### src/rtl/st_pkg.sv
package st_pkg;
    // status / mask bit positions
    localparam int STS_PIT  = 0;
    localparam int STS_WDG  = 1;
    localparam int STS_INC  = 2;
    localparam int STS_ALM  = 3;
    localparam int NUM_STS  = 4;

    // word indices (byte address / 4)
    localparam int REG_PERIOD = 0;
    localparam int REG_PRESC  = 1;
    localparam int REG_STATUS = 2;
    localparam int REG_IEN    = 3;
    localparam int REG_IDIS   = 4;
    localparam int REG_MASK   = 5;
    localparam int REG_ALARM  = 6;
    localparam int REG_COUNT  = 7;
endpackage

### src/rtl/st_rtc.sv
module st_rtc #(
    parameter int CNT_W   = 20,
    parameter int PRE_W   = 16,
    parameter int PRE_RST = 32768
) (
    input  logic             clk,
    input  logic             rst_n,
    input  logic             tick_en,
    input  logic             presc_wr,
    input  logic [PRE_W-1:0] presc_wdata,
    input  logic             alarm_wr,
    input  logic [CNT_W-1:0] alarm_wdata,
    output logic [CNT_W-1:0] cnt,
    output logic [PRE_W-1:0] presc,
    output logic [CNT_W-1:0] alarm,
    output logic             inc_evt,
    output logic             alm_evt
);
    typedef struct packed {
        logic [CNT_W-1:0] cnt;
        logic [PRE_W-1:0] phase;
        logic [PRE_W-1:0] presc;
        logic [CNT_W-1:0] alarm;
    } rtc_t;

    rtc_t st_d, st_q;
    logic [PRE_W:0]   presc_eff;
    logic [CNT_W-1:0] cnt_next;
    logic             last_phase;

    always_comb begin
        presc_eff  = {(st_q.presc == '0), st_q.presc};
        last_phase = tick_en && ({1'b0, st_q.phase} == presc_eff - 1'b1);
        cnt_next   = st_q.cnt + 1'b1;
        inc_evt    = last_phase;
        alm_evt    = last_phase && (cnt_next == st_q.alarm);

        st_d = st_q;
        if (tick_en) begin
            if (last_phase) begin
                st_d.phase = '0;
                st_d.cnt   = cnt_next;
            end else begin
                st_d.phase = st_q.phase + 1'b1;
            end
        end
        if (presc_wr) begin
            st_d.presc = presc_wdata;
            st_d.phase = '0;
        end
        if (alarm_wr) begin
            st_d.alarm = alarm_wdata;
        end
    end

    always_ff @(posedge clk or negedge rst_n) begin
        if (!rst_n) begin
            st_q.cnt   <= '0;
            st_q.phase <= '0;
            st_q.presc <= PRE_W'(PRE_RST);
            st_q.alarm <= '0;
        end else begin
            st_q <= st_d;
        end
    end

    assign cnt   = st_q.cnt;
    assign presc = st_q.presc;
    assign alarm = st_q.alarm;

    // the count only ever moves by one step
    a_r1_count_step: assert property (@(posedge clk) disable iff (!rst_n)
        (st_q.cnt != $past(st_q.cnt)) |-> (st_q.cnt == CNT_W'($past(st_q.cnt) + 1'b1)));

    // an alarm event lands the count on the target
    a_r3_alarm_hit: assert property (@(posedge clk) disable iff (!rst_n)
        alm_evt |=> (st_q.cnt == $past(st_q.alarm)));
endmodule

### src/rtl/st_pit.sv
module st_pit #(
    parameter int PRE_W = 16
) (
    input  logic             clk,
    input  logic             rst_n,
    input  logic             tick_en,
    input  logic             per_wr,
    input  logic [PRE_W-1:0] per_wdata,
    output logic [PRE_W-1:0] period,
    output logic             pit_evt
);
    typedef struct packed {
        logic [PRE_W-1:0] per;
        logic [PRE_W:0]   left;
    } pit_t;

    pit_t st_d, st_q;
    logic [PRE_W:0] per_eff;
    logic [PRE_W:0] wr_eff;

    always_comb begin
        per_eff = {(st_q.per == '0), st_q.per};
        wr_eff  = {(per_wdata == '0), per_wdata};
        pit_evt = tick_en && (st_q.left == (PRE_W+1)'(1));

        st_d = st_q;
        if (tick_en) begin
            st_d.left = pit_evt ? per_eff : st_q.left - 1'b1;
        end
        if (per_wr) begin
            st_d.per  = per_wdata;
            st_d.left = wr_eff;
        end
    end

    always_ff @(posedge clk or negedge rst_n) begin
        if (!rst_n) begin
            st_q.per  <= '0;
            st_q.left <= {1'b1, {PRE_W{1'b0}}};
        end else begin
            st_q <= st_d;
        end
    end

    assign period = st_q.per;

    // after an expiry the interval reloads to the full period
    a_r5_reload: assert property (@(posedge clk) disable iff (!rst_n)
        (pit_evt && !per_wr) |=> (st_q.left == {(st_q.per == '0), st_q.per}));
endmodule

### src/rtl/st_irq.sv
module st_irq #(
    parameter int NUM_STS = 4
) (
    input  logic               clk,
    input  logic               rst_n,
    input  logic [NUM_STS-1:0] events,
    input  logic               sts_rd,
    input  logic               ien_wr,
    input  logic               idis_wr,
    input  logic [NUM_STS-1:0] wdata,
    output logic [NUM_STS-1:0] sts,
    output logic [NUM_STS-1:0] mask,
    output logic               irq
);
    typedef struct packed {
        logic [NUM_STS-1:0] sts;
        logic [NUM_STS-1:0] mask;
    } irq_t;

    irq_t st_d, st_q;

    always_comb begin
        st_d     = st_q;
        st_d.sts = (sts_rd ? '0 : st_q.sts) | events;
        if (ien_wr) begin
            st_d.mask = st_q.mask | wdata;
        end else if (idis_wr) begin
            st_d.mask = st_q.mask & ~wdata;
        end
    end

    always_ff @(posedge clk or negedge rst_n) begin
        if (!rst_n) begin
            st_q <= '0;
        end else begin
            st_q <= st_d;
        end
    end

    assign sts  = st_q.sts;
    assign mask = st_q.mask;
    assign irq  = |(st_q.sts & st_q.mask);

    // a read with no new event leaves status empty
    a_r6_clear_on_read: assert property (@(posedge clk) disable iff (!rst_n)
        (sts_rd && (events == '0)) |=> (st_q.sts == '0));

    // any event is pending the next cycle even across a read
    a_r7_event_wins: assert property (@(posedge clk) disable iff (!rst_n)
        (events != '0) |=> ((st_q.sts & $past(events)) == $past(events)));

    // enable writes set the written mask bits
    a_r8_enable_sets: assert property (@(posedge clk) disable iff (!rst_n)
        ien_wr |=> ((st_q.mask & $past(wdata)) == $past(wdata)));
endmodule

### src/rtl/slow_timer.sv
module slow_timer #(
    parameter int ADDR_W  = 5,
    parameter int DATA_W  = 32,
    parameter int CNT_W   = 20,
    parameter int PRE_W   = 16,
    parameter int PRE_RST = 32768
) (
    input  logic              clk,
    input  logic              rst_n,
    input  logic              tick_en,
    input  logic [ADDR_W-1:0] bus_addr,
    input  logic              bus_wr,
    input  logic [CNT_W-1:0]  bus_wdata,
    input  logic              bus_rd,
    output logic [DATA_W-1:0] bus_rdata,
    output logic              irq
);
    import st_pkg::*;

    localparam int WORD_LSB = 2;
    localparam int SEL_W    = ADDR_W - WORD_LSB;

    logic [SEL_W-1:0]   word;
    logic               aligned;
    logic [7:0]         hit;
    logic [CNT_W-1:0]   cnt, alarm;
    logic [PRE_W-1:0]   presc, period;
    logic               inc_evt, alm_evt, pit_evt;
    logic [NUM_STS-1:0] events, sts, mask;

    assign word    = bus_addr[ADDR_W-1:WORD_LSB];
    assign aligned = (bus_addr[WORD_LSB-1:0] == '0);

    for (genvar g = 0; g < 8; g++) begin : g_dec
        assign hit[g] = aligned && (int'(word) == g);
    end

    st_rtc #(.CNT_W(CNT_W), .PRE_W(PRE_W), .PRE_RST(PRE_RST)) u_rtc (
        .clk         (clk),
        .rst_n       (rst_n),
        .tick_en     (tick_en),
        .presc_wr    (bus_wr && hit[REG_PRESC]),
        .presc_wdata (bus_wdata[PRE_W-1:0]),
        .alarm_wr    (bus_wr && hit[REG_ALARM]),
        .alarm_wdata (bus_wdata),
        .cnt         (cnt),
        .presc       (presc),
        .alarm       (alarm),
        .inc_evt     (inc_evt),
        .alm_evt     (alm_evt)
    );

    st_pit #(.PRE_W(PRE_W)) u_pit (
        .clk       (clk),
        .rst_n     (rst_n),
        .tick_en   (tick_en),
        .per_wr    (bus_wr && hit[REG_PERIOD]),
        .per_wdata (bus_wdata[PRE_W-1:0]),
        .period    (period),
        .pit_evt   (pit_evt)
    );

    always_comb begin
        events          = '0;
        events[STS_PIT] = pit_evt;
        events[STS_WDG] = 1'b0;
        events[STS_INC] = inc_evt;
        events[STS_ALM] = alm_evt;
    end

    st_irq #(.NUM_STS(NUM_STS)) u_irq (
        .clk     (clk),
        .rst_n   (rst_n),
        .events  (events),
        .sts_rd  (bus_rd && hit[REG_STATUS]),
        .ien_wr  (bus_wr && hit[REG_IEN]),
        .idis_wr (bus_wr && hit[REG_IDIS]),
        .wdata   (bus_wdata[NUM_STS-1:0]),
        .sts     (sts),
        .mask    (mask),
        .irq     (irq)
    );

    always_comb begin
        bus_rdata = '0;
        if (hit[REG_PERIOD]) bus_rdata = DATA_W'(period);
        if (hit[REG_PRESC])  bus_rdata = DATA_W'(presc);
        if (hit[REG_STATUS]) bus_rdata = DATA_W'(sts);
        if (hit[REG_MASK])   bus_rdata = DATA_W'(mask);
        if (hit[REG_ALARM])  bus_rdata = DATA_W'(alarm);
        if (hit[REG_COUNT])  bus_rdata = DATA_W'(cnt);
    end
endmodule

### config.mk
export PLATFORM = sky130hd
export DESIGN_NAME = slow_timer
export DESIGN_NICKNAME = d
export VERILOG_FILES = /design/src/rtl/st_pkg.sv /design/src/rtl/st_rtc.sv /design/src/rtl/st_pit.sv /design/src/rtl/st_irq.sv /design/src/rtl/slow_timer.sv
export SDC_FILE = /design/constraint.sdc
export NUM_CORES = 1
export LEC_CHECK = 0
export BUFFER_PORTS_ARGS = -buffer_cell sky130_fd_sc_hd__clkbuf_2
export CORE_ASPECT_RATIO = 0.5
export CORE_MARGIN = 4
export CORE_UTILIZATION = 45
export CTS_CLUSTER_DIAMETER = 80
export DETAILED_ROUTE_END_ITERATION = 16
export SETUP_SLACK_MARGIN = 0.3
export SYNTH_ARGS = -nofsm -noshare
export SYNTH_HDL_FRONTEND = slang
export SYNTH_HIERARCHICAL = 1
export SYNTH_SLANG_ARGS = --single-unit
### constraint.sdc
create_clock -name clk -period 7.5 [get_ports clk]
set_input_delay 0.375 -clock clk [delete_from_list [all_inputs] [get_ports clk]]
set_output_delay 0.375 -clock clk [all_outputs]
set_load 0.02 [all_outputs]
==> impl_metrics.yaml <==
placed_design:
  post-place-cells: 983
  dpl_cell_area_sq_mm: 0.00753
  dp_slack_ns: 3.99
  port_buffers: 50
  dpl.hpwl_um: 13900
  place.gp.congestion: 0.894
worst_setup_path:
  worstSetupEndpointType: "flop"
  r2r-start: "u_rtc/presc[0]"
  r2r_end: "u_rtc/st_q[37]"
  critical_path_class: "reg -> reg"
  cp-startpoint: "u_rtc/presc[0]"
  start_kind: "flop"
  r2r_slack_ns: 3.89
  rr_worst_depth: 8
  required_ns: 7.76
  arrival_ns: 3.86
  cp_max_fo: 24
clocking:
  clk_path_buf_depth: 2
  cts_root_buf: "clkbuf_16"
  cts_resized: 0
  cts_buffers: 17
  h-tree-depth: 4
  path_clk_slew_ns: 0.06
  cts_tree: "yes"
  clock-sinks: 113
  insertion_delay_ns: 0.41
  post-cts-setup-buffers: 0
sta:
  period_needed_ns: 3.61
  fin_hold_ws_ns: 0.200
  worstMarginPinSlew_ns: 1.18
  setup_tns_ns: 0
  final.setup.worst_slack_ns: 3.89
  rsz0062_at_grt: "false"
  slew_viol_final: 0
  relSlewSlack: 0.210
  clock.fmax_mhz: 277
  setup_viol: 0
  post-route-period-util: 0.481
  finalClockSkew_ns: 0.0123
  hold_viol: 0
global_route:
  antenna_found_initial: 0
  grt_use_total: 0.207
  grt_max_degree: 81
  grt_pass1_wl_um: 31800
  grt_pass1_vias: 5491
  overflow: 0
logic_synthesis:
  synth_top_family_by_area: "simple AND/OR/NAND/NOR gates"
  synth_simple_gate_area_frac: 0.185
  ys_top_cells_by_area: "dfrtp_1 36%, buf_4 8.1%, mux2_2 7.0%"
  synth_most_common_cell: "dfrtp_1"
  yosys-top-cells-count: "111 x dfrtp_1, 84 x buf_4, 55 x xnor2_1, 53 x nor2_1"
  synth-compound-area-share: 0.121
  muxShareOfSynthArea: 0.0983
  yosysTopAreaCell: "dfrtp_1"
  synth-adder-area-share: 0.00808
  ys.flop_type: "dfrtp_1"
  ys_ff_latch: 113
  synth_edf_count: 0
  seq_area_frac_synth: 0.366
  ys_async_sr_fraction: 1.00
  yosysTopAreaCellShare: 0.359
  ys_types: 79
  synthXorXnorAreaFrac: 0.105
  synth_warnings: 6
  synthCells: 813
  synth_area_sq_mm: 0.00774
  avgSynthCellArea_sq_um: 9.52
drt:
  viasPerCell: 5.74
  routedWlPerCell_um: 19.4
  route.detailed.drc: 0
  wl_um: 19700
  detail_route.iter0.violations: 627
  ant_nets: 0
  num_vias: 5832
  drt_first_pass_iters: 5
finish:
  drive_above_1_share: 0.217
  antennaDiodeCount: 0
  nNetsFinal: 811
  postLayoutCellArea_sq_mm: 0.00814
  n_fill_cell: 1540
  area_growth_pct: 5.14
  final_cells: 1016
die:
  dieArea_sq_mm: 0.0195
  core-area_sq_mm: 0.0166
  io_pins: 63
  die_height_um: 101
  row_count: 33
  floorplan.initialDensity: 0.466
  die_w_um: 193
run_status:
  status: "finished clean"
min_path:
  min_from: "bus_wdata[18]"
  whs_endpoint: "u_rtc/alarm[18]"
  min_path_type: "in -> reg"
  hold_depth: 2
power_and_ir_drop:
  p_leak_nw: 3.54
  p_clk_frac: 0.360
  switching_power_w: 0.000761
  combPwrFrac: 0.235
  p_sw_frac: 0.338
  p_int_w: 0.00149
  p_per_area_mw_per_mm2: 276
  seqPwrFrac: 0.405
  ir_drop_uv: 166
run:
  drv_cap: 0
sequential cells by signal (all words and copies together), names as in the netlist, named ones only:
| signal | count |
|---|---|
| u_rtc/alarm | 20 |
| u_rtc/presc | 16 |
| u_irq/sts | 4 |
| u_pit/period | 16 |
| u_pit/st_q | 17 |
| u_rtc/cnt | 20 |
| u_rtc/st_q | 16 |
layout by cell type (no fill, tap or decap), types with 3 or more instances in the layout:
cell,netlist,routed
a211oi_1,4,4
a21o_1,4,4
a21oi_1,17,17
a221o_1,4,4
a22o_1,9,9
a22oi_1,11,11
a31oi_1,10,10
and2_1,3,3
and3_1,12,12
and4_1,4,4
buf_4,84,7
clkbuf_16,0,17
clkbuf_2,2,49
clkinvlp_4,0,5
conb_1,1,13
dfrtp_1,111,111
ha_1,5,5
inv_1,16,16
inv_6,0,4
mux2_2,48,48
mux2i_1,22,22
nand2_1,48,48
nand2b_1,6,6
nand3_1,15,15
nand3b_1,10,10
nand4_1,20,20
nor2_1,53,52
nor2_2,10,11
nor2b_1,3,3
nor3_1,21,21
nor3b_1,5,4
nor4_1,8,8
o21a_1,14,14
o21ai_0,24,24
o21ai_1,10,10
o22ai_1,12,12
or2_1,3,3
or3_1,3,3
xnor2_1,55,55
xor2_1,38,38
power by group through the flow:
stage | registers [W] | clock network (W) | logic (W)
after floorplan | 0.000846 | 0 | 0.000514
after global placement | 0.000914 | 0 | 0.000519
after detailed placement | 0.000917 | 0 | 0.000523
after CTS | 0.000907 | 0.000827 | 0.000527
after global routing | 0.000932 | 0.000860 | 0.000588
final | 0.000911 | 0.000810 | 0.000529
routing by layer:
metal	track usage	wire [um]	vias up
met5	0	0	-
met4	0.0598	280	0
met3	0.0444	1200	29
met2	0.297	8340	192
met1	0.313	9900	2892
li1	-	-	2719
worst max-delay path, cell delays in order, from the launching register on:
cell	delay, ns
dfrtp_1	0.46
inv_1	0.14
ha_1	0.27
nor3b_2	0.51
nand3b_1	0.13
a2111oi_0	0.50
o2111a_2	0.66
or2_1	0.64
o21ai_1	0.16
logic make-up after synthesis:
logic type,after synthesis
XOR/XNOR,93
multiplexers,70
AO/OA/AOI/OAI,138
other,1
buffers and inverters,142
AND/OR/NAND/NOR,251
flip-flops,113
adder cells (fa/ha/maj),5
worst max path at each step:
stage / endpoint / depth (start not counted)
3_3_place_gp: u_rtc/st_q[37] / 8
2_1_floorplan: u_irq/sts[3] / 10
5_1_grt: u_rtc/st_q[37] / 8
3_5_place_dp: u_rtc/st_q[37] / 8
6_report: u_rtc/st_q[37] / 8
4_1_cts: u_rtc/st_q[37] / 8
through the flow:
step | util | power [W]
after CTS | 0.490 | 0.00226
after global placement | 0.454 | 0.00143
after detailed placement | 0.454 | 0.00144
final | 0.490 | 0.00225
after floorplan | - | 0.00136
after global routing | 0.490 | 0.00238
what timing repair did:
item | CTS | global route
hold buffers | 1 | 0
hold endpoints to repair | 32 | 0
setup endpoints to repair | 0 | 0
area by class of cell:
type / count / area [sq um] / area share
clock inverter: 14 / 155 / 0.0191
clock buffer: 18 / 439 / 0.0540
timing repair buffer: 57 / 308 / 0.0378
multi-input combinational: 570 / 4060 / 0.499
sequential: 113 / 2830 / 0.348
inverter: 17 / 65.1 / 0.00799
tap: 227 / 284 / 0.0349
(Power assumes the default switching activity.)
